==> src/rtl/otp_pkg.sv <==
package otp_pkg;

    // Register byte offsets (software decodes these)
    localparam logic [7:0] OFS_MODE  = 8'h00;
    localparam logic [7:0] OFS_CMD   = 8'h04;
    localparam logic [7:0] OFS_START = 8'h08;
    localparam logic [7:0] OFS_STAT  = 8'h0C;
    localparam logic [7:0] OFS_RD0   = 8'h10;
    localparam logic [7:0] OFS_ADDR  = 8'h28;
    localparam logic [7:0] OFS_WD0   = 8'h2C;
    localparam logic [7:0] OFS_RD1   = 8'h5C;
    localparam logic [7:0] OFS_WD1   = 8'h64;

    // Command codes
    localparam logic [5:0] CMD_READ   = 6'h00;
    localparam logic [5:0] CMD_UNLOCK = 6'h02;
    localparam logic [5:0] CMD_LOCK   = 6'h03;
    localparam logic [5:0] CMD_PROG   = 6'h0A;

    localparam int STAT_DONE_BIT = 1;
    localparam int STAT_OK_BIT   = 2;

    typedef enum logic {ST_IDLE, ST_BUSY} otp_state_e;

    typedef struct packed {
        logic [5:0]  op;
        logic [63:0] data;
    } otp_req_t;

    function automatic int ones64(input logic [63:0] v);
        int c;
        c = 0;
        for (int i = 0; i < 64; i++) c = c + int'(v[i]);
        return c;
    endfunction

    function automatic logic [31:0] unlock_key(input logic [1:0] step);
        case (step)
            2'd0:    return 32'h0000_000F;
            2'd1:    return 32'h0000_0004;
            2'd2:    return 32'h0000_0008;
            default: return 32'h0000_000D;
        endcase
    endfunction

    function automatic logic [7:0] wr_ofs(input int w);
        return (w == 0) ? OFS_WD0 : OFS_WD1;
    endfunction

    function automatic logic [7:0] rd_ofs(input int w);
        return (w == 0) ? OFS_RD0 : OFS_RD1;
    endfunction

endpackage

==> src/rtl/otp_regfile.sv <==
module otp_regfile
    import otp_pkg::*;
#(
    parameter int ROW_WORDS = 2,
    parameter int ROW_AW    = 4
) (
    input  logic              clk,
    input  logic              rst,
    input  logic              we,
    input  logic [7:0]        addr,
    input  logic [31:0]       wdata,
    input  logic [63:0]       rd_row,
    input  logic              rd_load,
    input  logic              done,
    input  logic              ok,
    output logic              mode_en,
    output logic              start_req,
    output otp_req_t          req,
    output logic [ROW_AW-1:0] row_idx,
    output logic [31:0]       rdata
);
    logic        mode_q;
    logic [5:0]  cmd_q;
    logic        start_q;
    logic [15:0] addr_q;
    logic [31:0] wd_q [ROW_WORDS];
    logic [31:0] rd_q [ROW_WORDS];

    always_ff @(posedge clk) begin
        if (rst) begin
            mode_q  <= 1'b0;
            cmd_q   <= '0;
            start_q <= 1'b0;
            addr_q  <= '0;
        end else if (we) begin
            case (addr)
                OFS_MODE:  mode_q  <= wdata[0];
                OFS_CMD:   cmd_q   <= wdata[5:0];
                OFS_START: start_q <= wdata[0];
                OFS_ADDR:  addr_q  <= wdata[15:0];
                default: ;
            endcase
        end
    end

    for (genvar w = 0; w < ROW_WORDS; w++) begin : g_word
        always_ff @(posedge clk) begin
            if (rst) begin
                wd_q[w] <= '0;
                rd_q[w] <= '0;
            end else begin
                if (we && addr == wr_ofs(w)) wd_q[w] <= wdata;
                if (rd_load) rd_q[w] <= rd_row[32*w +: 32];
            end
        end
    end

    assign mode_en   = mode_q;
    assign start_req = we && (addr == OFS_START) && wdata[0] && !start_q;
    assign row_idx   = addr_q[ROW_AW-1:0];

    always_comb begin
        req.op   = cmd_q;
        req.data = '0;
        for (int w = 0; w < ROW_WORDS; w++) req.data[32*w +: 32] = wd_q[w];
    end

    always_comb begin
        rdata = '0;
        case (addr)
            OFS_MODE:  rdata = {31'b0, mode_q};
            OFS_CMD:   rdata = {26'b0, cmd_q};
            OFS_START: rdata = {31'b0, start_q};
            OFS_STAT:  begin
                rdata[STAT_DONE_BIT] = done;
                rdata[STAT_OK_BIT]   = ok;
            end
            OFS_ADDR:  rdata = {16'b0, addr_q};
            default: ;
        endcase
        for (int w = 0; w < ROW_WORDS; w++) begin
            if (addr == rd_ofs(w)) rdata = rd_q[w];
            if (addr == wr_ofs(w)) rdata = wd_q[w];
        end
    end
endmodule

==> src/rtl/otp_seq.sv <==
module otp_seq
    import otp_pkg::*;
#(
    parameter int ROW_AW   = 4,
    parameter int ROW_BITS = 64,
    parameter int BASE_CYC = 3,
    parameter int BIT_CYC  = 2
) (
    input  logic                clk,
    input  logic                rst,
    input  logic                start_req,
    input  logic                mode_en,
    input  otp_req_t            req,
    input  logic [ROW_AW-1:0]   row_idx,
    output logic                go,
    output logic                busy,
    output logic                done,
    output logic                ok,
    output logic                unlocked,
    output logic                arr_we,
    output logic [ROW_AW-1:0]   arr_idx,
    output logic [ROW_BITS-1:0] arr_wdata,
    output logic                rd_load
);
    localparam int MAX_COST = BASE_CYC + BIT_CYC * ROW_BITS;
    localparam int CNT_W    = $clog2(MAX_COST + 1);

    otp_state_e          state_q;
    logic [5:0]          op_q;
    logic [ROW_BITS-1:0] data_q;
    logic [ROW_AW-1:0]   idx_q;
    logic [CNT_W-1:0]    cnt_q;
    logic [CNT_W-1:0]    cost;
    logic [1:0]          step_q;
    logic                unlocked_q;
    logic                done_q;
    logic                ok_q;
    logic                finish;

    always_comb begin
        int tot;
        tot  = BASE_CYC + BIT_CYC * ones64(req.data);
        cost = (req.op == CMD_PROG) ? CNT_W'(tot) : '0;
    end

    assign go     = start_req && mode_en && (state_q == ST_IDLE);
    assign finish = (state_q == ST_BUSY) && (cnt_q == '0);

    always_ff @(posedge clk) begin
        if (rst) begin
            state_q    <= ST_IDLE;
            op_q       <= '0;
            data_q     <= '0;
            idx_q      <= '0;
            cnt_q      <= '0;
            step_q     <= '0;
            unlocked_q <= 1'b0;
            done_q     <= 1'b0;
            ok_q       <= 1'b0;
        end else if (go) begin
            state_q <= ST_BUSY;
            op_q    <= req.op;
            data_q  <= req.data[ROW_BITS-1:0];
            idx_q   <= row_idx;
            cnt_q   <= cost;
            done_q  <= 1'b0;
            ok_q    <= 1'b0;
        end else if (state_q == ST_BUSY) begin
            if (cnt_q != '0) begin
                cnt_q <= cnt_q - 1'b1;
            end else begin
                state_q <= ST_IDLE;
                done_q  <= 1'b1;
                case (op_q)
                    CMD_UNLOCK: begin
                        if (unlocked_q) begin
                            ok_q <= 1'b1;
                        end else if (data_q[31:0] == unlock_key(step_q)) begin
                            if (step_q == 2'd3) begin
                                unlocked_q <= 1'b1;
                                ok_q       <= 1'b1;
                                step_q     <= '0;
                            end else begin
                                step_q <= step_q + 2'd1;
                            end
                        end else begin
                            step_q <= '0;
                        end
                    end
                    CMD_LOCK: begin
                        unlocked_q <= 1'b0;
                        step_q     <= '0;
                        ok_q       <= 1'b1;
                    end
                    CMD_PROG: ok_q <= unlocked_q;
                    default: ;
                endcase
            end
        end
    end

    assign busy      = (state_q == ST_BUSY);
    assign done      = done_q;
    assign ok        = ok_q;
    assign unlocked  = unlocked_q;
    assign arr_we    = finish && (op_q == CMD_PROG) && unlocked_q;
    assign rd_load   = finish && (op_q == CMD_READ);
    assign arr_idx   = idx_q;
    assign arr_wdata = data_q;
endmodule

==> src/rtl/otp_array.sv <==
module otp_array #(
    parameter int ROW_AW   = 4,
    parameter int ROW_BITS = 64
) (
    input  logic                clk,
    input  logic                rst,
    input  logic                we,
    input  logic [ROW_AW-1:0]   idx,
    input  logic [ROW_BITS-1:0] wdata,
    output logic [ROW_BITS-1:0] rdata
);
    localparam int ROWS = 1 << ROW_AW;

    logic [ROW_BITS-1:0] mem_q [ROWS];

    always_ff @(posedge clk) begin
        if (rst) begin
            for (int r = 0; r < ROWS; r++) mem_q[r] <= '0;
        end else if (we) begin
            mem_q[idx] <= mem_q[idx] | wdata;
        end
    end

    assign rdata = mem_q[idx];
endmodule

==> src/rtl/otp_ctrl_top.sv <==
module otp_ctrl_top
    import otp_pkg::*;
#(
    parameter int ROW_WORDS = 2,
    parameter int ROW_AW    = 4,
    parameter int BASE_CYC  = 3,
    parameter int BIT_CYC   = 2
) (
    input  logic        clk,
    input  logic        rst,
    input  logic        reg_we,
    input  logic [7:0]  reg_addr,
    input  logic [31:0] reg_wdata,
    output logic [31:0] reg_rdata
);
    localparam int ROW_BITS = 32 * ROW_WORDS;

    logic                mode_en;
    logic                start_req;
    otp_req_t            req;
    logic [ROW_AW-1:0]   row_idx;
    logic                go;
    logic                busy;
    logic                done;
    logic                ok;
    logic                unlocked;
    logic                arr_we;
    logic [ROW_AW-1:0]   arr_idx;
    logic [ROW_BITS-1:0] arr_wdata;
    logic [ROW_BITS-1:0] arr_row;
    logic                rd_load;
    logic [63:0]         rd_row;

    assign rd_row = 64'(arr_row);

    otp_regfile #(.ROW_WORDS(ROW_WORDS), .ROW_AW(ROW_AW)) u_regs (
        .clk(clk), .rst(rst), .we(reg_we), .addr(reg_addr), .wdata(reg_wdata),
        .rd_row(rd_row), .rd_load(rd_load), .done(done), .ok(ok),
        .mode_en(mode_en), .start_req(start_req), .req(req),
        .row_idx(row_idx), .rdata(reg_rdata)
    );

    otp_seq #(.ROW_AW(ROW_AW), .ROW_BITS(ROW_BITS),
              .BASE_CYC(BASE_CYC), .BIT_CYC(BIT_CYC)) u_seq (
        .clk(clk), .rst(rst), .start_req(start_req), .mode_en(mode_en),
        .req(req), .row_idx(row_idx), .go(go), .busy(busy), .done(done),
        .ok(ok), .unlocked(unlocked), .arr_we(arr_we), .arr_idx(arr_idx),
        .arr_wdata(arr_wdata), .rd_load(rd_load)
    );

    otp_array #(.ROW_AW(ROW_AW), .ROW_BITS(ROW_BITS)) u_arr (
        .clk(clk), .rst(rst), .we(arr_we), .idx(arr_idx),
        .wdata(arr_wdata), .rdata(arr_row)
    );
endmodule

==> config.mk <==
export PLATFORM = sky130hd
export DESIGN_NAME = otp_ctrl_top
export DESIGN_NICKNAME = d
export VERILOG_FILES = /design/src/rtl/otp_pkg.sv /design/src/rtl/otp_regfile.sv /design/src/rtl/otp_seq.sv /design/src/rtl/otp_array.sv /design/src/rtl/otp_ctrl_top.sv
export SDC_FILE = /design/constraint.sdc
export NUM_CORES = 2
export LEC_CHECK = 0
export ABC_AREA = 1
export CORE_MARGIN = 2
export CORE_UTILIZATION = 50
export DETAILED_ROUTE_END_ITERATION = 10
export MAX_ROUTING_LAYER = met4
export PLACE_DENSITY_LB_ADDON = 0.3
export SKIP_LAST_GASP = 1
export SYNTH_ARGS = -nofsm -noshare
export SYNTH_HDL_FRONTEND = slang
export SYNTH_HIERARCHICAL = 1
export SYNTH_SLANG_ARGS = --single-unit
==> constraint.sdc <==
create_clock -name clk -period 12.5 [get_ports clk]
set_input_delay 2.5 -clock clk [delete_from_list [all_inputs] [get_ports clk]]
set_output_delay 2.5 -clock clk [all_outputs]
set_load 0.02 [all_outputs]
== Word-level counts from Yosys, hierarchy flattened ==
Memory sizes are Yosys's and may differ from the RTL's. A register that Yosys moved wholly into a read port is not among the register bits.
Index checks and enable logic that the tools add are counted.

* Add/sub/neg operators: 66
* Multiply operators: 0
* Divide/modulo/power cells: 0
* Magnitude comparators: 0
* Equality and inequality tests: 19
* Shifts and indexed selects: 0
* Multiplexer cells: 56
* Bitwise logic cells: 8
* Reductions and logical operators: 32

{| class="wikitable"
|+ Operators by type and width
! kind !! number
|-
| 32-bit 2-to-1 mux || 14
|-
| 7-bit by 2-bit adder with 7-bit output || 62
|-
| 64-bit 2-to-1 mux || 1
|-
| 64-bit OR || 1
|-
| 64-bit OR reduction || 1
|-
| 32-bit == test || 1
|-
| 8-bit 2-to-1 mux || 4
|-
| 13-bit one-hot mux with 2 select lines || 1
|-
| 1-bit 2-to-1 mux || 24
|-
| 8-bit by 4-bit == test with 1-bit output, second input constant || 2
|-
| 8-bit by 6-bit == test with 1-bit output, second input constant || 2
|-
| 8-bit by 7-bit == test with 1-bit output, second input constant || 2
|-
| 8-bit logical NOT || 2
|-
| 6-bit by 2-bit == test with 1-bit output, second input constant || 2
|-
| 6-bit by 4-bit == test with 1-bit output, second input constant || 2
|-
| 4-bit 2-to-1 mux || 3
|-
| 4-bit one-hot mux with 3 select lines || 1
|-
| 2-bit AND reduction || 6
|-
| 1-bit logical AND || 11
|-
| 5-bit AND reduction || 2
|-
| 3-bit by 8-bit adder with 8-bit output, first input constant || 1
|-
| 8-bit by 3-bit == test with 1-bit output, second input constant || 1
|-
| 8-bit by 5-bit == test with 1-bit output, second input constant || 1
|-
| 8-bit nonzero test || 1
|-
| 22 further kinds || 33
|}

* Flip-flop bits (word level): 112
* Latch bits: 0
* RAM bits: 1,152
* Memory bits (read-only): 0
* Bits of input ports: 43
* Output and inout bits: 32
* Logic and storage cells: 197
* Memories: 3

{| class="wikitable"
|+ Memory list
! memory !! words !! width !! rd ports !! clocked after Yosys merged registers in !! wr ports !! RTL line !! RTL
|-
| u_arr.mem_q || 16 || 64 || 1 || 1 || 16 || otp_array.sv:14 || <nowiki>logic [ROW_BITS-1:0] mem_q [ROWS];</nowiki>
|-
| u_regs.rd_q || 2 || 32 || 2 || 0 || 2 || otp_regfile.sv:27 || <nowiki>logic [31:0] rd_q [ROW_WORDS];</nowiki>
|-
| u_regs.wd_q || 2 || 32 || 2 || 0 || 2 || otp_regfile.sv:26 || <nowiki>logic [31:0] wd_q [ROW_WORDS];</nowiki>
|}

== Longest topological paths before layout ==
An unclocked memory read counts as a cell.

* Depth after elaboration: 67
* Mapped depth: 27
* Gate-level depth less buffers: 27

== Hierarchy ==
Netlist, hierarchy kept.

{| class="wikitable"
|+ By module, submodules not included
! module !! times used !! cells an instance !! area an instance (sq um) !! sequential area each (sq um)
|-
| otp_array || 1 || 5,414 || 49,204.7 || 30,749.5
|-
| otp_regfile || 1 || 743 || 6,839.1 || 4,324.1
|-
| otp_seq || 1 || 674 || 5,446.5 || 1,761.7
|}

== Worst setup path after synthesis ==
Ideal clock, no wire load.

* Path kind: flip-flop to flip-flop
* From: memory u_regs.wd_q[1][29]
* To: register u_seq.cnt_q[7]
* Library setup time: 112 ps
* Data arrival time: 5,926 ps
* Data required time: 12,388 ps
* Slack: 6,461 ps
* Cell stages (with the launch flop): 25
* Buffers on the path: 0
* Clock period less this slack: 6,039 ps
* Cell sequence: edfxtp_1 > inv_1 > fa_1 > fa_1 > inv_1 > fa_1 > inv_1 > fa_1 > fa_1 > fa_1 > fa_1 > fa_1 > inv_1 > ha_1 > fa_1 > ha_1 > inv_1 > nor2_4 > nand3_2 > nor2_4 > nand3_1 > nand3_1 > nand2_1 > nand2_1 > nand2_1

{| class="wikitable"
|+ RTL lines
! element !! RTL line !! RTL
|-
| from (decl) || otp_regfile.sv:26 ||
|-
| to (signal assigned) || otp_seq.sv:65 || <nowiki>cnt_q <= cost;</nowiki>
|-
| to (signal assigned) || otp_seq.sv:70 || <nowiki>cnt_q <= cnt_q - 1'b1;</nowiki>
|-
| to (decl) || otp_seq.sv:32 || <nowiki>logic [CNT_W-1:0] cnt_q;</nowiki>
|}

== Final worst setup path ==
* From: input port reg_addr[2]
* To: output port reg_rdata[2]

* Word-level cells in the longest chain between the ends: 6
* Elaborated cells on any way between the ends: 12
* Classes of those cells: eq/ne: 7; mux: 5

{| class="wikitable"
|+ RTL lines
! element !! RTL line !! RTL
|-
| from (decl) || otp_ctrl_top.sv:12 || <nowiki>input logic [7:0] reg_addr,</nowiki>
|-
| 8-bit by 6-bit == test with 1-bit output, or another cell as far along || otp_regfile.sv:70 || <nowiki>case (addr)</nowiki>
|-
| 2-bit one-hot mux with 3 select lines || otp_regfile.sv:70 ||
|-
| 32-bit 2-to-1 mux || otp_regfile.sv:82 || <nowiki>if (addr == rd_ofs(w)) rdata = rd_q[w];</nowiki>
|-
| 32-bit 2-to-1 mux || otp_regfile.sv:83 || <nowiki>if (addr == wr_ofs(w)) rdata = wd_q[w];</nowiki>
|-
| 32-bit 2-to-1 mux || otp_regfile.sv:82 ||
|-
| 32-bit 2-to-1 mux (*) || otp_regfile.sv:83 ||
|-
| to (decl) || otp_ctrl_top.sv:14 || <nowiki>output logic [31:0] reg_rdata</nowiki>
|}

Every way passes the cells marked *; elsewhere a longest branch is shown, timed or not.

==> qor.yml <==
status: "completed"
root_buffer: "clkbuf_16"
fin_util_pct: 54.8
r2r-end: "u_seq/cnt_q[7]"
hold_viol: 0
track_usage_pct: 30.5
synth.avg_cell_area_um2: 9.00
worstSkewPairLatency_ps: 790
ys_seq_elements: 1264
port_buffers: 74
post-route-period-util_pct: 62.1
netlist_area_mm2: 0.0615
fmax_mhz: 129
num-nets-final: 6716
synth_area_leaders: "edfxtp_1 56%, nand2_1 18%, a21oi_1 9.1%"
slew_headroom_pct: 15.5
clk_path_buf_depth: 3
crit_path_top_delay_cell: "clkdlybuf4s50_1"
wl_mm: 189
hp-start: "u_regs/addr_q[15]"
p_leak_uw: 0.0271
gr-total-overflow: 0
wl_per_cell_um: 22.7
synth_nets: 6949
skew_ps: 37.8
crit_fanout: 16
die_y_um: 355
vias: 48582
dpl_cell_area_mm2: 0.0626
peakVddDrop_uv: 594
post_cts_buffers: 0
synth_flop_cell: "edfxtp_1"
hpwl_mm: 103
drive_gt1_share_pct: 5.73
ys_warn_count: 6
synth_edf_count: 1152
first_global_vias: 45615
holdPathEnd: "u_regs/addr_q[15]"
drc_errors: 0
post_cts_resized: 0
post-synth-top-area-cell: "edfxtp_1"
rsz0062_at_grt: "no"
drt-pass1-iter-count: 6
cts_buffers: 133
hp-class: "reg2reg"
path_class: "in2out"
postCtsHoldBufs: 0
fillers: 10735
r2r_slack_ps: 5990
hold_path_depth: 2
core_mm2: 0.122
worstPathRequired_ps: 10000
worst_hold_slack_ps: 457
drtIter0Drc: 6747
timing.setup.tns_ps: 0
drv_cap: 0
area_delta_synth_final_pct: 8.62
reg2regPathDepth: 24
dpl.cell_count: 8088
gp_congestion: 0.915
synth_cell_types: 42
htreeDepth: 4
die_area_mm2: 0.126
cp_common_cell: "nor2_1"
worstMarginPinSlew_ps: 1270
worst-path-buf-inv: 4
start_util_pct: 50.5
antenna_found_initial: 3
rr_startpoint: "u_regs/wd_q[1][15]"
synth_cells: 6831
finalCriticalPeriod_ps: 7770
synth_top_area_share_pct: 56.3
slowest_delay_ps: 630
cts_tree: "yes"
final_cells: 8332
yosysMostFrequentCell: "nand2_1"
grt_pass1_wl_mm: 282
grt_max_degree: 183
slew_violations: 0
viasPerCell: 5.83
clk_pin_slew_ps: 60
pwr_density_cell_mw_per_mm2: 171
ioPinCount: 75
ys_top_cells_by_count: "2929 x nand2_1, 1152 x edfxtp_1, 1119 x a21oi_1"
setup_viol: 0
ys_seq_area_share_pct: 59.9
row_count: 128
ant_nets: 0
finalInstanceArea_mm2: 0.0668
cts_sinks: 1264
crit_chain: "clkdlybuf4s50_1 -> nor2_1 -> nand2_1 -> nor3_4 -> buf_4 -> inv_1 -> nor2_1 -> nor2_1 -> nand4_1 -> clkdlybuf4s50_1"
path_delay_family: "buffers and inverters"
start_kind: "primary input"
end_kind: "output port"
cp.arrival_ps: 5270
dieWidth_um: 355
synthArstFlopShare_pct: 0
tightest hold or removal path: stages, from the launching register on:
cell and delay (ps):
dfxtp_1 300, inv_1 60, a21oi_1 50
per-layer routing:
| layer | share of wire (%) | vias to the layer above | global-route usage, % |
|---|---|---|---|
| met5 | 0 | - | - |
| met4 | 3.5 | 0 | 11.1 |
| met3 | 12 | 446 | 5.70 |
| met2 | 45 | 3088 | 45.8 |
| met1 | 39 | 23107 | 41.5 |
| li1 | - | 21941 | - |
layout make-up:
cell class | instances | area [um^2] | area share [%]
Antenna cell | 2 | 5.00 | 0.00749
Clock buffer | 174 | 3560 | 5.34
Clock inverter | 68 | 618 | 0.925
Inverter | 408 | 1550 | 2.32
Multi-Input combinational cell | 4662 | 21000 | 31.4
Sequential cell | 1264 | 36800 | 55.2
Tap cell | 1625 | 2030 | 3.04
Timing Repair Buffer | 129 | 1190 | 1.78
layout by cell type (no fill, tap or decap), types with 3 or more instances in the layout:
cell             synthesis  routed
a21oi_1               1119    1119
buf_12                   0       3
buf_4                   70      52
bufinv_16                0       6
clkbuf_1               189      35
clkbuf_16                0     135
clkbuf_8                 0       4
clkdlybuf4s50_1          0      74
clkinv_1                 4      30
clkinv_2                 1      17
clkinv_8                 0       5
dfxtp_1                112     110
edfxtp_1              1152    1152
fa_1                    54      54
ha_1                    21      21
inv_1                  394     394
inv_16                   0       3
inv_2                    9       7
inv_6                    0       7
nand2_1               2929    2896
nand2_2                  4       4
nand2_4                  1      34
nand3_1                 34      34
nand4_1                 37      37
nor2_1                 230     227
nor2_2                  65      65
nor2_4                  11      14
nor3_1                   6       6
nor3_2                   6       6
o21ai_0                116     114
o21ai_1                  7       7
or2_1                    3       3
report_power, final:
part	total (uW)	internal, uW	switching [uW]
clock	3850	2160	1700
sequential	4850	4780	63.1
combinational	2730	959	1770
flip-flops by register name, indices dropped and copies added (netlist names):
signal / flops
u_seq/done: 1
u_seq/unlocked: 1
u_arr/mem_q: 1024
u_seq/arr_idx: 4
u_regs/addr_q: 16
u_seq/step_q: 2
u_seq/cnt_q: 8
u_regs/rd_q: 64
u_regs/start_q: 1
u_seq/busy: 1
u_seq/ok: 1
u_regs/cmd_q: 6
u_seq/arr_wdata: 64
u_regs/mode_en: 1
u_regs/wd_q: 64
u_seq/op_q: 6
worst max-delay path by stage:
stage | start | endpoint | slack, ps | depth (start not counted)
floorplan | u_regs/wd_q[1][29] | u_seq/cnt_q[7] | 6460 | 24
global placement | reg_addr[1] | reg_rdata[3] | 4770 | 10
detailed placement | reg_addr[1] | reg_rdata[2] | 4790 | 10
CTS | reg_addr[1] | reg_rdata[3] | 4780 | 10
global route | reg_addr[1] | reg_rdata[4] | 4650 | 10
finish | reg_addr[2] | reg_rdata[2] | 4730 | 10
cell families (layout without fill, tap and decap cells):
family                     count (synthesis)  after routing  share of synthesized area [%]
DFF                                     1264           1264                           59.9
and+or+nand+nor                         3338           3338                           21.3
AOI/OAI and AO/OA                       1248           1248                           10.2
other                                      0              2                              0
buffers and inverters                    905            779                           6.45
xor gates and xnor gates                   1              1                         0.0142
adders and majority gates                 75             75                           2.19
metrics by stage:
| stage | worst slack [ps] | total power, uW |
|---|---|---|
| floorplan | 6460 | 7060 |
| global placement | 4770 | 7530 |
| detailed placement | 4790 | 7610 |
| CTS | 4780 | 11400 |
| global route | 4650 | 12000 |
| finish | 4730 | 11400 |
Power figures use the tool's default switching activity.
